[config.mk]
export PLATFORM = sky130hd
export DESIGN_NAME = flash_eng
export DESIGN_NICKNAME = d
export VERILOG_FILES = /design/src/rtl/flash_eng_pkg.sv /design/src/rtl/flash_eng_timer.sv /design/src/rtl/flash_eng_array.sv /design/src/rtl/flash_eng_rdpath.sv /design/src/rtl/flash_eng.sv
export SDC_FILE = /design/constraint.sdc
export NUM_CORES = 2
export LEC_CHECK = 0
export ABC_AREA = 0
export CAP_MARGIN = 20
export CORE_MARGIN = 5
export CORE_UTILIZATION = 35
export CTS_BUF_LIST = sky130_fd_sc_hd__clkbuf_2
export DETAILED_ROUTE_END_ITERATION = 8
export PLACE_DENSITY = 0.49
export SLEW_MARGIN = 20
export SYNTH_ARGS = -nofsm -noshare
export SYNTH_HDL_FRONTEND = slang
export SYNTH_HIERARCHICAL = 1
export SYNTH_SLANG_ARGS = --single-unit
export TNS_END_PERCENT = 1
[constraint.sdc]
create_clock -name clk -period 3.9 [get_ports clk]
set_input_delay 0.78 -clock clk [delete_from_list [all_inputs] [get_ports clk]]
set_output_delay 0.78 -clock clk [all_outputs]
set_load 0.01 [all_outputs]
[src/rtl/flash_eng_pkg.sv]
package flash_eng_pkg;

    localparam int DATA_W = 8;

    typedef logic [DATA_W-1:0] byte_t;

    localparam byte_t ERASED_BYTE = '1;

    typedef enum logic [2:0] {
        OP_NONE   = 3'd0,
        OP_PROG   = 3'd1,
        OP_ERASE  = 3'd2,
        OP_LOCK   = 3'd3,
        OP_ID_ON  = 3'd4,
        OP_ID_OFF = 3'd5
    } op_e;

    typedef enum logic [1:0] {
        JOB_IDLE  = 2'd0,
        JOB_PROG  = 2'd1,
        JOB_ERASE = 2'd2
    } job_e;

    typedef struct packed {
        job_e  kind;
        byte_t data;
    } job_t;

    // programming can only pull bits toward zero
    function automatic byte_t prog_merge(byte_t old_b, byte_t new_b);
        return old_b & new_b;
    endfunction

    function automatic byte_t status_byte(byte_t stored, logic poll7, logic tog6);
        return {poll7, tog6, stored[5:0]};
    endfunction

endpackage

[src/rtl/flash_eng_timer.sv]
module flash_eng_timer
    import flash_eng_pkg::*;
#(
    parameter int ADDR_W       = 8,
    parameter int PROG_CYCLES  = 12,
    parameter int ERASE_CYCLES = 40
) (
    input  logic              clk,
    input  logic              rst,
    input  logic              start,
    input  job_e              start_kind,
    input  logic [ADDR_W-1:0] start_addr,
    input  byte_t             start_data,
    output logic              busy,
    output logic              done,
    output job_t              job,
    output logic [ADDR_W-1:0] job_addr
);

    localparam int MAX_CYC = (PROG_CYCLES > ERASE_CYCLES) ? PROG_CYCLES : ERASE_CYCLES;
    localparam int CNT_W   = (MAX_CYC > 1) ? $clog2(MAX_CYC) : 1;

    logic [CNT_W-1:0] cnt_q;

    assign done = busy && (cnt_q == '0);

    always_ff @(posedge clk) begin
        if (rst) begin
            busy     <= 1'b0;
            cnt_q    <= '0;
            job      <= '{kind: JOB_IDLE, data: '0};
            job_addr <= '0;
        end else if (busy) begin
            if (cnt_q == '0) begin
                busy     <= 1'b0;
                job.kind <= JOB_IDLE;
            end else begin
                cnt_q <= cnt_q - 1'b1;
            end
        end else if (start) begin
            busy     <= 1'b1;
            cnt_q    <= (start_kind == JOB_PROG) ? CNT_W'(PROG_CYCLES - 1)
                                                 : CNT_W'(ERASE_CYCLES - 1);
            job      <= '{kind: start_kind, data: start_data};
            job_addr <= start_addr;
        end
    end

    // a running job keeps its target while it counts down
    p_job_held_r10: assert property (@(posedge clk) disable iff (rst)
        (busy && !done) |=> (busy && $stable(job_addr) && $stable(job)));

    // the job ends right after its final cycle
    p_done_ends_r2: assert property (@(posedge clk) disable iff (rst)
        done |=> !busy);

    p_start_kind_r3: assert property (@(posedge clk) disable iff (rst)
        (start && !busy) |-> (start_kind != JOB_IDLE));

endmodule

[src/rtl/flash_eng_array.sv]
module flash_eng_array
    import flash_eng_pkg::*;
#(
    parameter int ADDR_W   = 8,
    parameter int BOOT_W   = 4,
    parameter bit BOOT_TOP = 1'b0
) (
    input  logic              clk,
    input  logic              rst,
    input  logic              lock,
    input  logic              prog_en,
    input  logic [ADDR_W-1:0] prog_addr,
    input  byte_t             prog_data,
    input  logic              erase_en,
    input  logic [ADDR_W-1:0] rd_addr,
    output byte_t             rd_byte,
    input  logic [ADDR_W-1:0] chk_addr,
    output logic              chk_boot
);

    localparam int DEPTH     = 1 << ADDR_W;
    localparam int BOOT_SIZE = 1 << BOOT_W;
    localparam int BOOT_IDX  = BOOT_TOP ? DEPTH - 1 : 0;
    localparam int MAIN_IDX  = BOOT_TOP ? 0 : DEPTH - 1;

    byte_t mem [DEPTH];
    logic  prog_boot;

    function automatic logic idx_in_boot(int idx);
        if (BOOT_TOP) return idx >= DEPTH - BOOT_SIZE;
        else          return idx < BOOT_SIZE;
    endfunction

    generate
        if (BOOT_TOP) begin : g_boot_high
            assign chk_boot  = &chk_addr[ADDR_W-1:BOOT_W];
            assign prog_boot = &prog_addr[ADDR_W-1:BOOT_W];
        end else begin : g_boot_low
            assign chk_boot  = ~|chk_addr[ADDR_W-1:BOOT_W];
            assign prog_boot = ~|prog_addr[ADDR_W-1:BOOT_W];
        end
    endgenerate

    always_ff @(posedge clk) begin
        if (rst) begin
            for (int i = 0; i < DEPTH; i++) mem[i] <= ERASED_BYTE;
        end else begin
            for (int i = 0; i < DEPTH; i++) begin
                if (erase_en) begin
                    if (!(lock && idx_in_boot(i))) mem[i] <= ERASED_BYTE;
                end else if (prog_en && (prog_addr == ADDR_W'(i))) begin
                    mem[i] <= prog_merge(mem[i], prog_data);
                end
            end
        end
    end

    assign rd_byte = mem[rd_addr];

    // the engine never commits a program into a locked boot byte
    p_no_locked_prog_r5: assert property (@(posedge clk) disable iff (rst)
        prog_en |-> !(lock && prog_boot));

    // a program never raises a bit
    p_prog_clears_only_r2: assert property (@(posedge clk) disable iff (rst)
        (prog_en && !erase_en) |=>
            ((mem[$past(prog_addr)] & ~$past(mem[prog_addr])) == '0));

    // a main-region byte is erased
    p_erase_main_r3: assert property (@(posedge clk) disable iff (rst)
        erase_en |=> (mem[MAIN_IDX] == ERASED_BYTE));

    // a locked boot byte survives erase
    p_erase_spares_r6: assert property (@(posedge clk) disable iff (rst)
        (erase_en && lock) |=> (mem[BOOT_IDX] == $past(mem[BOOT_IDX])));

endmodule

[src/rtl/flash_eng_rdpath.sv]
module flash_eng_rdpath
    import flash_eng_pkg::*;
#(
    parameter int    ADDR_W   = 8,
    parameter byte_t MFR_CODE = 8'h5A,
    parameter byte_t DEV_CODE = 8'hC3
) (
    input  logic              clk,
    input  logic              rst,
    input  logic              rd_valid,
    input  logic [ADDR_W-1:0] rd_addr,
    input  byte_t             stored,
    input  logic              busy,
    input  logic              done,
    input  job_t              job,
    input  logic [ADDR_W-1:0] job_addr,
    input  logic              id_mode,
    input  logic              lock,
    output byte_t             rd_data
);

    localparam logic [ADDR_W-1:0] ID_MFR_A  = ADDR_W'(0);
    localparam logic [ADDR_W-1:0] ID_DEV_A  = ADDR_W'(1);
    localparam logic [ADDR_W-1:0] ID_LOCK_A = ADDR_W'(2);

    logic  tog_q;
    logic  poll7;
    byte_t id_byte;
    byte_t next_rd;

    always_comb begin
        if (job.kind == JOB_PROG)
            poll7 = (rd_addr == job_addr) ? ~job.data[7] : stored[7];
        else
            poll7 = 1'b0;
    end

    always_comb begin
        unique case (rd_addr)
            ID_MFR_A:  id_byte = MFR_CODE;
            ID_DEV_A:  id_byte = DEV_CODE;
            ID_LOCK_A: id_byte = {7'b0, lock};
            default:   id_byte = '0;
        endcase
    end

    always_comb begin
        if (busy)         next_rd = status_byte(stored, poll7, tog_q);
        else if (id_mode) next_rd = id_byte;
        else              next_rd = stored;
    end

    always_ff @(posedge clk) begin
        if (rst) begin
            rd_data <= '0;
            tog_q   <= 1'b0;
        end else begin
            if (rd_valid) rd_data <= next_rd;
            if (done)                  tog_q <= 1'b0;
            else if (busy && rd_valid) tog_q <= ~tog_q;
        end
    end

    // back-to-back busy reads see bit 6 alternate
    p_toggle_r8: assert property (@(posedge clk) disable iff (rst)
        (rd_valid && busy && !done && $past(rd_valid && busy && !done))
            |=> (rd_data[6] != $past(rd_data[6])));

    // the read result only moves when a read is requested
    p_hold_r11: assert property (@(posedge clk) disable iff (rst)
        !rd_valid |=> $stable(rd_data));

    // erase status carries a zero in bit 7
    p_erase_poll_r7: assert property (@(posedge clk) disable iff (rst)
        (rd_valid && busy && job.kind == JOB_ERASE) |=> !rd_data[7]);

endmodule

[src/rtl/flash_eng.sv]
module flash_eng
    import flash_eng_pkg::*;
#(
    parameter int    ADDR_W       = 8,
    parameter int    BOOT_W       = 4,
    parameter bit    BOOT_TOP     = 1'b0,
    parameter int    PROG_CYCLES  = 12,
    parameter int    ERASE_CYCLES = 40,
    parameter byte_t MFR_CODE     = 8'h5A,
    parameter byte_t DEV_CODE     = 8'hC3
) (
    input  logic              clk,
    input  logic              rst,
    input  logic              cmd_valid,
    input  logic [2:0]        cmd_op,
    input  logic [ADDR_W-1:0] cmd_addr,
    input  logic [7:0]        cmd_data,
    input  logic              rd_valid,
    input  logic [ADDR_W-1:0] rd_addr,
    output logic [7:0]        rd_data,
    output logic              busy
);

    op_e               op;
    logic              accept;
    logic              cmd_boot;
    logic              start;
    job_e              start_kind;
    logic              lock_q;
    logic              id_q;
    logic              done;
    job_t              job;
    logic [ADDR_W-1:0] job_addr;
    byte_t             stored;
    logic              prog_en;
    logic              erase_en;

    assign op     = op_e'(cmd_op);
    assign accept = cmd_valid && !busy;

    always_comb begin
        start      = 1'b0;
        start_kind = JOB_IDLE;
        if (accept) begin
            if (op == OP_PROG && !(lock_q && cmd_boot)) begin
                start      = 1'b1;
                start_kind = JOB_PROG;
            end else if (op == OP_ERASE) begin
                start      = 1'b1;
                start_kind = JOB_ERASE;
            end
        end
    end

    always_ff @(posedge clk) begin
        if (rst) begin
            lock_q <= 1'b0;
            id_q   <= 1'b0;
        end else if (accept) begin
            if (op == OP_LOCK)   lock_q <= 1'b1;
            if (op == OP_ID_ON)  id_q   <= 1'b1;
            if (op == OP_ID_OFF) id_q   <= 1'b0;
        end
    end

    assign prog_en  = done && (job.kind == JOB_PROG);
    assign erase_en = done && (job.kind == JOB_ERASE);

    flash_eng_timer #(
        .ADDR_W      (ADDR_W),
        .PROG_CYCLES (PROG_CYCLES),
        .ERASE_CYCLES(ERASE_CYCLES)
    ) u_timer (
        .clk       (clk),
        .rst       (rst),
        .start     (start),
        .start_kind(start_kind),
        .start_addr(cmd_addr),
        .start_data(cmd_data),
        .busy      (busy),
        .done      (done),
        .job       (job),
        .job_addr  (job_addr)
    );

    flash_eng_array #(
        .ADDR_W  (ADDR_W),
        .BOOT_W  (BOOT_W),
        .BOOT_TOP(BOOT_TOP)
    ) u_array (
        .clk      (clk),
        .rst      (rst),
        .lock     (lock_q),
        .prog_en  (prog_en),
        .prog_addr(job_addr),
        .prog_data(job.data),
        .erase_en (erase_en),
        .rd_addr  (rd_addr),
        .rd_byte  (stored),
        .chk_addr (cmd_addr),
        .chk_boot (cmd_boot)
    );

    flash_eng_rdpath #(
        .ADDR_W  (ADDR_W),
        .MFR_CODE(MFR_CODE),
        .DEV_CODE(DEV_CODE)
    ) u_rdpath (
        .clk     (clk),
        .rst     (rst),
        .rd_valid(rd_valid),
        .rd_addr (rd_addr),
        .stored  (stored),
        .busy    (busy),
        .done    (done),
        .job     (job),
        .job_addr(job_addr),
        .id_mode (id_q),
        .lock    (lock_q),
        .rd_data (rd_data)
    );

    // once set, the lock stays set
    p_lock_sticky_r5: assert property (@(posedge clk) disable iff (rst)
        lock_q |=> lock_q);

    // commands seen while busy leave lock and mode alone
    p_ignore_busy_r10: assert property (@(posedge clk) disable iff (rst)
        (busy && cmd_valid) |=> ($stable(lock_q) && $stable(id_q)));

    // a locked boot program never starts a timed job
    p_locked_no_busy_r5: assert property (@(posedge clk) disable iff (rst)
        (accept && op == OP_PROG && lock_q && cmd_boot) |=> !busy);

endmodule

==> impl_metrics.yaml <==
sta:
  setup_viol: 0
  max_freq_mhz: 271
  rsz0062_at_grt: "no"
  report.final.slew_viol_count: 0
  slew_headroom: 0.156
  tns_ps: 0
  hold_viol: 0
  fin_crit_ps: 3690
  skew_ps: 177
  finalCritPeriodShare: 0.947
  postLayoutSetupSlackWorst_ps: 208
  worst_pin_slew_ps: 1250
cells_and_area:
  regArea_um2: 62300
  fill_cells: 27100
  multiInputGateArea_um2: 34400
  area_growth_pct: 15.0
  fin_nets: 8088
  drive_gt1_frac: 0.246
  stdcell_count: 12200
grt:
  grt_pass1_vias: 68200
  gr-usage-all-layers: 0.219
  grt_max_degree: 126
  grt_pass1_wl_um: 480000
  antenna_found_initial: 15
  gr-total-overflow: 0
min_path:
  timing.hold.worst.class: "in2reg"
  min_from: "rd_addr[2]"
drt:
  drt-pass1-iter-count: 5
  routed-via-count: 68700
  route.detailed.drc: 0
  drt-initial-drc-count: 6159
  avgRoutedWirePerCell_um: 27.3
  via_per_inst: 5.63
  ant_nets: 0
  wirelength_um: 333000
synthesis:
  synth.distinct_cells: 80
  netlist_area_um2: 99100
  yosysSeqAreaShare: 0.628
  syn_inst: 7192
  ys.flop_type: "edfxtp_1"
  avgSynthCellArea_um2: 13.8
  synthArstFlopShare: 0
  ys_warn_count: 6
  synth-edff-count: 2048
  synth_fp_nets: 7225
  synth-seq-cells: 2084
floorplanning:
  initial_core_util: 0.351
  die_area_um2: 294000
  core_um2: 282000
  die_x_um: 542
  die_h_um: 542
  rows: 195
  ios: 40
cts:
  cts_setup_buffers: 0
  cts_sinks: 2084
  cts.root.buffer_cell: "clkbuf_2"
  cts_buffer_depth: 4
  clk_latency_ps: 1800
  htreeDepth: 6
  cts.clk_slew.worst_paths_ps: 110
  cts_tree: "done"
  cts_buffers: 575
worst_setup_path:
  startpoint: "u_timer/cnt_q[0]"
  cp.required_ps: 5280
  reg2reg_from: "u_timer/cnt_q[0]"
  cp_max_fo: 9
  endpoint_kind: "flip-flop"
  arrival_ps: 5070
  critPathKind: "reg2reg"
  cp-start-kind: "flip-flop"
placed_design:
  gp_congestion: 0.892
  io_buffers: 39
  hpwl_um: 226000
  place_inst: 11200
  dp_slack_ps: -827
pwr:
  peakVddDrop_uv: 233
  p_leak_nw: 32.9
  power_density_nw_per_um2: 385
outcome:
  outcome: "complete, no violations"
job:
  drv_cap: 0
[final cells by class]
| type | instances | area share |
|---|---|---|
| Antenna cell | 11 | 0.000241 |
| Sequential cell | 2084 | 0.546 |
| Inverter | 12 | 0.000395 |
| Clock inverter | 127 | 0.00868 |
| Tap cell | 3743 | 0.0411 |
| Clock buffer | 849 | 0.0373 |
| Multi-Input combinational cell | 4586 | 0.302 |
| Timing Repair Buffer | 796 | 0.0643 |
[flip-flops by register name, indices dropped and copies added, names as in the netlist]
| name | cells |
|---|---|
| u_rdpath/tog_q | 1 |
| u_timer/busy | 1 |
| u_timer/job_addr | 8 |
| lock_q | 1 |
| u_timer/cnt_q | 6 |
| u_array/mem | 2048 |
| id_q | 1 |
| u_timer/job | 10 |
| u_rdpath/rd_data | 8 |
[worst paths after layout]
path	to	slack, ps	cells past startpoint
worst max-delay path	u_array/mem[201][0]	210	14
worst min-delay path	u_rdpath/rd_data[7]	220	6
worst max register to register	u_array/mem[201][0]	210	14
worst min register to register	u_timer/job[8]	520	2
[placed cells by master (no fill, tap or decap), types with 17 or more instances in the layout]
cell type	count
a21oi_1	123
nor4_1	22
buf_4	616
nor2_1	117
nor3_1	33
nand2_1	1665
mux4_1	63
edfxtp_1	2048
a211oi_1	17
o221ai_1	28
buf_12	90
nand2b_1	29
mux2i_1	136
clkinv_1	82
a22oi_1	148
dfxtp_1	22
nand3_1	24
o21ai_0	86
dlygate4sd3_1	52
clkdlybuf4s50_1	32
clkbuf_2	849
a21o_1	1441
mux4_2	375
a31oi_1	20
o22ai_1	38
[cell usage after synthesis (63+ instances only)]
| cell | count | share of area |
|---|---|---|
| buf_2 | 69 | 0.0035 |
| o21ai_0 | 87 | 0.0044 |
| clkbuf_1 | 341 | 0.013 |
| mux4_2 | 375 | 0.085 |
| edfxtp_1 | 2048 | 0.62 |
| mux2i_1 | 136 | 0.014 |
| nor2_1 | 124 | 0.0047 |
| mux4_1 | 63 | 0.017 |
| a21o_1 | 1441 | 0.11 |
| a22oi_1 | 148 | 0.011 |
| nand2_1 | 1672 | 0.063 |
| a21oi_1 | 124 | 0.0063 |
[per-layer routing]
| layer | up-vias | track usage | wire (µm) |
|---|---|---|---|
| li1 | 29700 | - | - |
| met5 | - | 0 | 55 |
| met4 | 8 | 0.0623 | 9420 |
| met2 | 2734 | 0.354 | 157000 |
| met3 | 476 | 0.0422 | 24100 |
| met1 | 35800 | 0.301 | 143000 |
[repair_timing]
item | in CTS | in global routing
endpoints found under the setup margin | 8 | 86
hold endpoints to repair | 34 | 0
resized for setup | 8 | 7
hold buffers | 52 | 0
[logic make-up (layout without fill, tap and decap cells)]
group,Yosys count,count (layout),share of synthesized area
flops,2084,2084,0.628
mux,583,583,0.117
simple gates,2008,2008,0.0818
compound gates,1984,1984,0.146
xor+xnor,9,9,0.000795
buf+inv,522,1784,0.0270
other cells,0,11,0
fa+ha+maj,2,2,0.000252
[worst max-delay path: stages (launching register included)]
cell	delay, ps
dfxtp_1	390
inv_1	100
ha_1	220
and3b_1	200
nand2_1	200
inv_1	110
and3b_1	220
nor2_4	90
buf_4	160
nand2_1	230
nor3_2	300
buf_4	370
nand2_1	320
nand2_1	180
buf_4	180
[per-stage QoR]
stage / total power, mW / util / hold slack [ps] / instance area (µm²)
floorplan: 26.5 / - / 465 / 99100
global placement: 28.0 / 0.384 / 499 / 108000
detailed placement: 28.0 / 0.384 / 502 / 108000
CTS: 44.5 / 0.404 / 36.9 / 114000
global route: 45.9 / 0.404 / 36.0 / 114000
finish: 43.9 / 0.404 / 218 / 114000
[report_power, final]
part | internal, mW | total [mW] | switching [mW]
combinational | 0.986 | 2.96 | 1.98
clock | 6.82 | 16.4 | 9.57
sequential | 24.5 | 24.6 | 0.0995
total | 32.3 | 43.9 | 11.6
Power figures use the tool's default switching activity.
